--- src/rtl/ntmr_pkg.sv ---
`timescale 1ns/1ps
package ntmr_pkg;

   typedef struct packed {
      logic       reload;
      logic [2:0] src;
   } ntmr_mode_t;

   // divider exponent for each source code; 0 means external event
   function automatic int unsigned ntmr_tap_log2(input logic [2:0] src);
      case (src)
         3'd1:    return 1;
         3'd2:    return 2;
         3'd3:    return 3;
         3'd4:    return 5;
         3'd5:    return 7;
         3'd6:    return 9;
         3'd7:    return 11;
         default: return 0;
      endcase
   endfunction

endpackage

--- src/rtl/ntmr_prescaler.sv ---
`timescale 1ns/1ps
module ntmr_prescaler #(
   parameter int PRESC_W = 11
) (
   input  logic       clk,
   input  logic       rst_n,
   input  logic [2:0] src,
   output logic       tick
);
   import ntmr_pkg::*;

   localparam int MAX_LOG2 = 11;

   if (PRESC_W < MAX_LOG2) begin : g_bad_width
      $error("ntmr_prescaler: PRESC_W must cover the largest tap");
   end

   logic [PRESC_W-1:0] div_q;
   logic [PRESC_W-1:0] mask;

   always_ff @(posedge clk or negedge rst_n) begin
      if (!rst_n) div_q <= '0;
      else        div_q <= div_q + 1'b1;
   end

   always_comb begin
      mask = '0;
      for (int i = 0; i < PRESC_W; i++) begin
         if (i < int'(ntmr_tap_log2(src))) mask[i] = 1'b1;
      end
      tick = (src != 3'd0) && ((div_q & mask) == mask);
   end

endmodule

--- src/rtl/ntmr_evsync.sv ---
`timescale 1ns/1ps
module ntmr_evsync #(
   parameter int STAGES = 2
) (
   input  logic clk,
   input  logic rst_n,
   input  logic evt_in,
   output logic rise
);

   if (STAGES < 2) begin : g_bad_stages
      $error("ntmr_evsync: at least two synchronizer stages required");
   end

   logic [STAGES-1:0] sync_q;
   logic              prev_q;

   always_ff @(posedge clk or negedge rst_n) begin
      if (!rst_n) begin
         sync_q <= '0;
         prev_q <= 1'b0;
      end else begin
         sync_q <= {sync_q[STAGES-2:0], evt_in};
         prev_q <= sync_q[STAGES-1];
      end
   end

   assign rise = sync_q[STAGES-1] & ~prev_q;

endmodule

--- src/rtl/ntmr_counter.sv ---
`timescale 1ns/1ps
module ntmr_counter #(
   parameter int CNT_W = 8
) (
   input  logic             clk,
   input  logic             rst_n,
   input  logic             load,
   input  logic [CNT_W-1:0] load_val,
   input  logic             ce,
   input  logic             reload_en,
   input  logic [CNT_W-1:0] reload_val,
   output logic [CNT_W-1:0] cnt,
   output logic             ovf
);

   logic at_top;

   assign at_top = (cnt == {CNT_W{1'b1}});
   assign ovf    = ce && !load && at_top;

   always_ff @(posedge clk or negedge rst_n) begin
      if (!rst_n) begin
         cnt <= '0;
      end else if (load) begin
         cnt <= load_val;
      end else if (ce) begin
         if (at_top) cnt <= reload_en ? reload_val : '0;
         else        cnt <= cnt + 1'b1;
      end
   end

endmodule

--- src/rtl/nib_reload_timer.sv ---
`timescale 1ns/1ps
module nib_reload_timer #(
   parameter int              ADDR_W      = 6,
   parameter int              NIB_W       = 4,
   parameter int              CNT_W       = 8,
   parameter int              PRESC_W     = 11,
   parameter int              SYNC_STAGES = 2,
   parameter logic [ADDR_W-1:0] ADDR_FLAG = 6'h02,
   parameter logic [ADDR_W-1:0] ADDR_MODE = 6'h09,
   parameter logic [ADDR_W-1:0] ADDR_LO   = 6'h0A,
   parameter logic [ADDR_W-1:0] ADDR_HI   = 6'h0B
) (
   input  logic              clk,
   input  logic              rst_n,
   input  logic [ADDR_W-1:0] bus_addr,
   input  logic              bus_wr,
   input  logic [NIB_W-1:0]  bus_wdata,
   input  logic              bus_rd,
   output logic [NIB_W-1:0]  bus_rdata,
   input  logic              evt_in,
   output logic              irq_flag
);
   import ntmr_pkg::*;

   localparam int HI_W = CNT_W - NIB_W;

   if (CNT_W != 2 * NIB_W) begin : g_bad_split
      $error("nib_reload_timer: counter must be exactly two nibbles");
   end
   if (NIB_W < 4) begin : g_bad_nib
      $error("nib_reload_timer: mode register needs a 4-bit bus");
   end

   logic             wr_lo, wr_hi, wr_mode, wr_flag;
   logic             rd_lo, rd_hi, rd_flag;
   logic [CNT_W-1:0] tlr_q;
   logic [CNT_W-1:0] latch_q;
   logic [CNT_W-1:0] cnt_q;
   logic [CNT_W-1:0] ld_val;
   ntmr_mode_t       mode_q;
   logic             flag_q;
   logic             flag_clr;
   logic             ld_stb;
   logic             presc_tick, evt_rise, cnt_ce, ovf;

   assign wr_lo   = bus_wr && (bus_addr == ADDR_LO);
   assign wr_hi   = bus_wr && (bus_addr == ADDR_HI);
   assign wr_mode = bus_wr && (bus_addr == ADDR_MODE);
   assign wr_flag = bus_wr && (bus_addr == ADDR_FLAG);
   assign rd_lo   = bus_rd && (bus_addr == ADDR_LO);
   assign rd_hi   = bus_rd && (bus_addr == ADDR_HI);
   assign rd_flag = bus_rd && (bus_addr == ADDR_FLAG);

   assign ld_stb   = wr_hi;
   assign ld_val   = {bus_wdata[HI_W-1:0], tlr_q[NIB_W-1:0]};
   assign flag_clr = wr_flag && !bus_wdata[0];

   ntmr_prescaler #(.PRESC_W(PRESC_W)) u_presc (
      .clk   (clk),
      .rst_n (rst_n),
      .src   (mode_q.src),
      .tick  (presc_tick)
   );

   ntmr_evsync #(.STAGES(SYNC_STAGES)) u_evsync (
      .clk    (clk),
      .rst_n  (rst_n),
      .evt_in (evt_in),
      .rise   (evt_rise)
   );

   assign cnt_ce = (mode_q.src == 3'd0) ? evt_rise : presc_tick;

   ntmr_counter #(.CNT_W(CNT_W)) u_cnt (
      .clk        (clk),
      .rst_n      (rst_n),
      .load       (ld_stb),
      .load_val   (ld_val),
      .ce         (cnt_ce),
      .reload_en  (mode_q.reload),
      .reload_val (tlr_q),
      .cnt        (cnt_q),
      .ovf        (ovf)
   );

   always_ff @(posedge clk or negedge rst_n) begin
      if (!rst_n) begin
         tlr_q   <= '0;
         mode_q  <= '0;
         latch_q <= '0;
         flag_q  <= 1'b0;
      end else begin
         if (wr_lo)   tlr_q[NIB_W-1:0]     <= bus_wdata;
         if (wr_hi)   tlr_q[CNT_W-1:NIB_W] <= bus_wdata[HI_W-1:0];
         if (wr_mode) mode_q               <= ntmr_mode_t'(bus_wdata[3:0]);
         if (rd_hi)   latch_q              <= cnt_q;
         if (ovf)           flag_q <= 1'b1;
         else if (flag_clr) flag_q <= 1'b0;
      end
   end

   always_comb begin
      bus_rdata = '0;
      if (rd_hi)        bus_rdata = cnt_q[CNT_W-1:NIB_W];
      else if (rd_lo)   bus_rdata = latch_q[NIB_W-1:0];
      else if (rd_flag) bus_rdata[0] = flag_q;
   end

   assign irq_flag = flag_q;

endmodule

--- config.mk ---
export PLATFORM = sky130hd
export DESIGN_NAME = nib_reload_timer
export DESIGN_NICKNAME = d
export VERILOG_FILES = /design/src/rtl/ntmr_pkg.sv /design/src/rtl/ntmr_prescaler.sv /design/src/rtl/ntmr_evsync.sv /design/src/rtl/ntmr_counter.sv /design/src/rtl/nib_reload_timer.sv
export SDC_FILE = /design/constraint.sdc
export NUM_CORES = 1
export LEC_CHECK = 0
export ABC_AREA = 1
export BUFFER_PORTS_ARGS = -buffer_cell sky130_fd_sc_hd__buf_2
export CAP_MARGIN = 20
export CORE_ASPECT_RATIO = 1.75
export CORE_MARGIN = 2
export CORE_UTILIZATION = 45
export DETAILED_ROUTE_END_ITERATION = 7
export GPL_TIMING_DRIVEN = 0
export PLACE_DENSITY = 0.6
export SYNTH_ARGS = -nofsm -noshare
export SYNTH_HDL_FRONTEND = slang
export SYNTH_SLANG_ARGS = --single-unit
export TNS_END_PERCENT = 20
--- constraint.sdc ---
create_clock -name clk -period 2.4 [get_ports clk]
set_clock_uncertainty 0.15 [all_clocks]
set_input_delay 0.24 -clock clk [delete_from_list [all_inputs] [get_ports clk]]
set_output_delay 0.24 -clock clk [all_outputs]
set_load 0.05 [all_outputs]
======== After elaboration in Yosys (flattened, before gate mapping) ========
Cells that the tools add are included.
storage, ports and cells
  register bits after elaboration ......... 39
  input port bits ......................... 15
cells by class
  add/subtract/negate cells ............... 2
  magnitude comparators ................... 11
  equal/unequal tests ..................... 13
  multiplexer cells ....................... 23
  bitwise logic cells ..................... 3
  reductions and logical operators ........ 17
operators by type and width
  kind                     number
  $mux W8                  4
  $pmux W4 S7              1
  $eq A6 B4 Y1 const B     3
  $lt A3 B4 Y1 const A     4
  $mux W1                  16
  $eq A3 B3 Y1 const B     4
  $lt A4 B4 Y1 const A     3
  $add A11 B1 Y11 const B  1
  $and A11 B11 Y11         1
  $eq A11 B11 Y1           1
  $logic_and A1 B1 Y1      11
  $add A8 B1 Y8 const B    1
  $eq A8 B8 Y1 const B     1
  $lt A1 B4 Y1 const A     2
  $lt A2 B4 Y1 const A     2
  $eq A3 B2 Y1 const B     2
  $eq A6 B2 Y1 const B     1
  $mux W4                  1
  $reduce_bool A2 Y1       2
  $eq A3 B1 Y1 const B     1
  $logic_not A3 Y1         1
  $mux W3                  1
  $reduce_bool A3 Y1       1
  $logic_not A1 Y1         2
  2 further kinds          2

======== Longest topological paths before layout ========
  depth in word-level cells ............... 11
  depth in mapped cells ................... 11

======== Modules after synthesis ========
Synthesis repeated with hierarchy kept, for this count alone.
unflattened totals
  cells, all modules ...................... 269
  area, all modules ....................... 2172.1 um^2
modules (own cells, without submodules)
  module            instances  cells each  area an instance (um^2)  sequential area each (um^2)
  nib_reload_timer  1          111         900.9                    425.4
  ntmr_counter      1          88          618.1                    200.2
  ntmr_prescaler    1          65          568.0                    275.3
  ntmr_evsync       1          5           85.1                     75.1

======== Worst setup path after synthesis ========
OpenSTA, ideal clock, no wires.
  path type ............................... input to output
  start point ............................. input port bus_addr[2]
  end point ............................... output port bus_rdata[1]
  arrival time ............................ 1.638 ns
  required time ........................... 2.010 ns
  slack ................................... 0.372 ns
  stages on the path ...................... 6
  path through ............................ inv_1 > nand2_1 > nor3_4 > nand3_1 > buf_2 > o22ai_1
between the ends
  longest elaborated chain between the ends .. 4
ends and longest elaborated chain
  item                 line                     RTL
  start: declaration   nib_reload_timer.sv:15   input logic [ADDR_W-1:0] bus_addr,
  $eq A6 B4 Y1         nib_reload_timer.sv:50   assign rd_lo = bus_rd && (bus_addr == ADDR_LO);
  $logic_and A1 B1 Y1  nib_reload_timer.sv:50
  $mux W3              nib_reload_timer.sv:105  else if (rd_lo) bus_rdata = latch_q[NIB_W-1:0];
  $mux W4 *            nib_reload_timer.sv:104  if (rd_hi) bus_rdata = cnt_q[CNT_W-1:NIB_W];
  end: declaration     nib_reload_timer.sv:19   output logic [NIB_W-1:0] bus_rdata,
Mark *: on every way between the ends. The rest lies on a longest branch, timed or not.

======== Final worst setup path ========
  start point ............................. input port bus_addr[2]
  end point ............................... output port bus_rdata[3]
The elaborated chain is that of the path after synthesis.

==> flow_metrics.tcl <==
set metrics [dict create \
    design_power_total_w 0.00183 \
    relSlewSlack_pct 40.2 \
    gp_congestion 0.860 \
    vias 1701 \
    drv_slew 0 \
    hold_path_class "in2reg" \
    power.density_nw_per_um2 764 \
    fmax_mhz 541 \
    viasPerCell 5.06 \
    place_inst 326 \
    grt_max_degree 40 \
    post_drt_wl_per_cell_microns 13.3 \
    final_area_sq_um 2390 \
    hp-start "bus_wdata[2]" \
    cts_tree "done" \
    max_cap_viol_count 0 \
    synthesis.area_sq_um 2090 \
    crit_chain "buf_2 > inv_1 > nand2_1 > nor3_4 > nand3_1 > buf_2 > o22ai_1 > buf_2" \
    vdd_drop_max_v 0.000492 \
    start_util_pct 47.1 \
    finalSetupViolations 0 \
    fin_crit_sh_pct 77.1 \
    p_seq_share_pct 46.3 \
    r2r_start "u_cnt.cnt[0]$_DFFE_PN0P_" \
    synthXorXnorAreaFrac_pct 5.02 \
    cts-root-buf "clkbuf_8" \
    swShare_pct 31.7 \
    numCtsBuffers 5 \
    ff2ff_setup_slack_ns 0.70 \
    muxShareOfSynthArea_pct 0.538 \
    period_minus_slack_ns 1.85 \
    ys_warn_count 0 \
    placed_cell_area_sq_um 2250 \
    cts_buffer_depth 2 \
    port_buffers 19 \
    first_pass_iters 4 \
    clk_latency_ns 0.29 \
    yosysSeqAreaShare_pct 46.6 \
    synth_compound_area_share_pct 5.14 \
    power.switching_w 0.000579 \
    hold_path_depth 3 \
    diodes 0 \
    required_ns 2.01 \
    die_height_microns 94.3 \
    ys_ff_latch 39 \
    first_iter_violations 59 \
    worst_hold_path.endpoint "tlr_q[6]$_DFFE_PN0P_" \
    synth.distinct_cells 30 \
    n_fill_cell 468 \
    worstSetupStartpointType "primary input" \
    cts_setup_buffers 0 \
    avgSynthCellArea_sq_um 8.18 \
    die-area_sq_um 5240 \
    drive_gt1_share_pct 17.5 \
    hpwl_microns 3320 \
    fin_cells 336 \
    cts_resized 0 \
    layout.nets 301 \
    synth-simple-area-share_pct 35.8 \
    syn_nets 273 \
    core.rowCount 32 \
    critPathMaxFanout 10 \
    crit_arrival_ns 1.46 \
    p_clk_share_pct 31.3 \
    worst_r2r_path_depth 10 \
    dieWidth_microns 55.6 \
    io_pins 20 \
    synth_top_family_by_area "simple AND/OR/NAND/NOR gates" \
    first_global_vias 1725 \
    crit_path_end_kind "output port" \
    hold_violations 0 \
    cts.htree.levels 2 \
    path_class "in2out" \
    critPathMaxStageDelay_ns 0.28 \
    antenna_found_initial 0 \
    tightest_slew_ns 0.897 \
    synth_cells 256 \
    clock_sinks 39 \
    drc 0 \
    core_area_sq_um 4440 \
    p_comb_share_pct 22.4 \
    r2r_end "u_cnt.cnt[6]$_DFFE_PN0P_" \
    grt-ovfl-total 0 \
    synth_adder_area_share_pct 1.19 \
    detail-route-antenna-nets 0 \
    syn2layout_area_growth_pct 14.2 \
    status "completed" \
    grt_pass1_wl_microns 7910 \
    power.internal_w 0.00125 \
    setup_tns_ns 0 \
    rsz0062_at_grt "false" \
    wirelength_microns 4460 \
    leakage_nw 1.26 \
    cts_hold_buf 2 \
    cts.clk_slew.worst_paths_ns 0.08 \
    grt_use_total_pct 19.5 \
    cpMaxStageDelayCell "buf_2" \
    crit_top_cell "buf_2" \
]
==> worst max path at each step <==
stage	startpoint	end	slack, ns	cells after the start
after floorplan	bus_addr[2]	bus_rdata[1]	0.37	6
after global placement	bus_addr[2]	bus_rdata[3]	0.52	8
after global routing	bus_addr[2]	bus_rdata[3]	0.41	8
after CTS	bus_addr[2]	bus_rdata[1]	0.51	8
final	bus_addr[2]	bus_rdata[3]	0.55	8
after detailed placement	bus_addr[2]	bus_rdata[1]	0.52	8
==> sequential cells by signal, indices dropped and copies added (netlist names) <==
signal and count:
tlr_q 8, u_evsync.sync_q 2, u_presc.div_q 11, u_evsync.prev_q 1
latch_q 4, irq_flag 1, mode_q 4, u_cnt.cnt 8
==> critical path, delay by kind of cell <==
family,cells,cell delay (ns)
buffers and inverters,4,0.63
AOI/OAI and AO/OA,1,0.14
and+or+nand+nor,3,0.45
==> cell families (layout without fill, tap and decap cells) <==
group / count (synthesis) / count (layout)
compound gates: 20 / 20
xor+xnor: 12 / 12
fa+ha+maj: 2 / 2
buf+inv: 25 / 54
flops: 39 / 39
mux: 1 / 1
simple gates: 157 / 157
==> cell usage after synthesis <==
library cell,number,share of area (%)
nand2_1,100,18
inv_1,18,3.2
nor2_2,2,0.60
ha_1,2,1.2
o22ai_1,3,0.90
nand3_2,1,0.48
o21ai_0,10,2.4
nand2_4,2,1.1
buf_6,3,1.6
clkinv_2,1,0.24
mux2_2,1,0.54
nand3_4,2,1.7
buf_2,2,0.48
o21ai_1,3,0.72
xor2_1,4,1.7
nand3_1,15,3.6
nor4_1,1,0.30
nand4_1,14,4.2
o21ai_2,1,0.42
a21oi_1,3,0.72
dfrtp_1,39,47
and3_1,1,0.30
nor3_2,1,0.48
inv_2,1,0.18
nor3_4,2,1.6
nor2_4,1,0.54
nand2_2,3,0.90
nor3_1,1,0.24
xnor2_1,8,3.3
nor2_1,11,2.0
==> cell type report <==
class | count | area (sq um) | share of cell area (%)
Buffer | 5 | 43.8 | 1.83
Clock buffer | 6 | 82.6 | 3.45
Clock inverter | 2 | 35.0 | 1.47
Inverter | 20 | 76.3 | 3.19
Multi-Input combinational cell | 192 | 998 | 41.8
Sequential cell | 39 | 976 | 40.8
Tap cell | 51 | 63.8 | 2.67
Timing Repair Buffer | 21 | 115 | 4.81
==> routing by layer <==
| metal | wire length [microns] | vias up | share of wire, % | GRT usage, % |
|---|---|---|---|---|
| met5 | 0 | - | 0 | 0 |
| met4 | 101 | 0 | 2.3 | 9.55 |
| met3 | 122 | 10 | 2.7 | 3.31 |
| met2 | 2440 | 30 | 55 | 36.5 |
| met1 | 1790 | 773 | 40 | 20.6 |
| li1 | - | 888 | - | - |
==> power by group through the flow <==
| stage | Combinational, W | Sequential, W | Clock (W) |
|---|---|---|---|
| after CTS | 0.000414 | 0.000845 | 0.000587 |
| after global routing | 0.000490 | 0.000861 | 0.000614 |
| after detailed placement | 0.000408 | 0.000858 | 0 |
| final | 0.000409 | 0.000846 | 0.000572 |
| after floorplan | 0.000320 | 0.000828 | 0 |
| after global placement | 0.000404 | 0.000860 | 0 |
==> per-stage QoR <==
stage,utilization [%],setup slack (ns),hold WS [ns]
final,53.8,0.550,0.0378
after global routing,53.8,0.405,0.0573
after CTS,53.8,0.510,0.0366
after detailed placement,50.7,0.516,0.186
after global placement,50.7,0.517,0.183
after floorplan,-,0.372,-0.206
==> cells in the final DEF, fill, tap and decap left out, drive strengths merged <==
cell / netlist / final
ha: 2 / 2
xnor2: 8 / 8
a21oi: 3 / 3
inv: 19 / 19
and3: 1 / 1
clkinv: 1 / 2
bufinv: 0 / 1
nor3: 4 / 4
nand2: 105 / 105
mux2: 1 / 1
clkbuf: 0 / 6
xor2: 4 / 4
dlygate4sd3: 0 / 2
nor4: 1 / 1
o22ai: 3 / 3
o21ai: 14 / 14
nand3: 18 / 18
dfrtp: 39 / 39
nor2: 14 / 14
nand4: 14 / 14
buf: 5 / 24
Power figures use the tool's default switching activity.
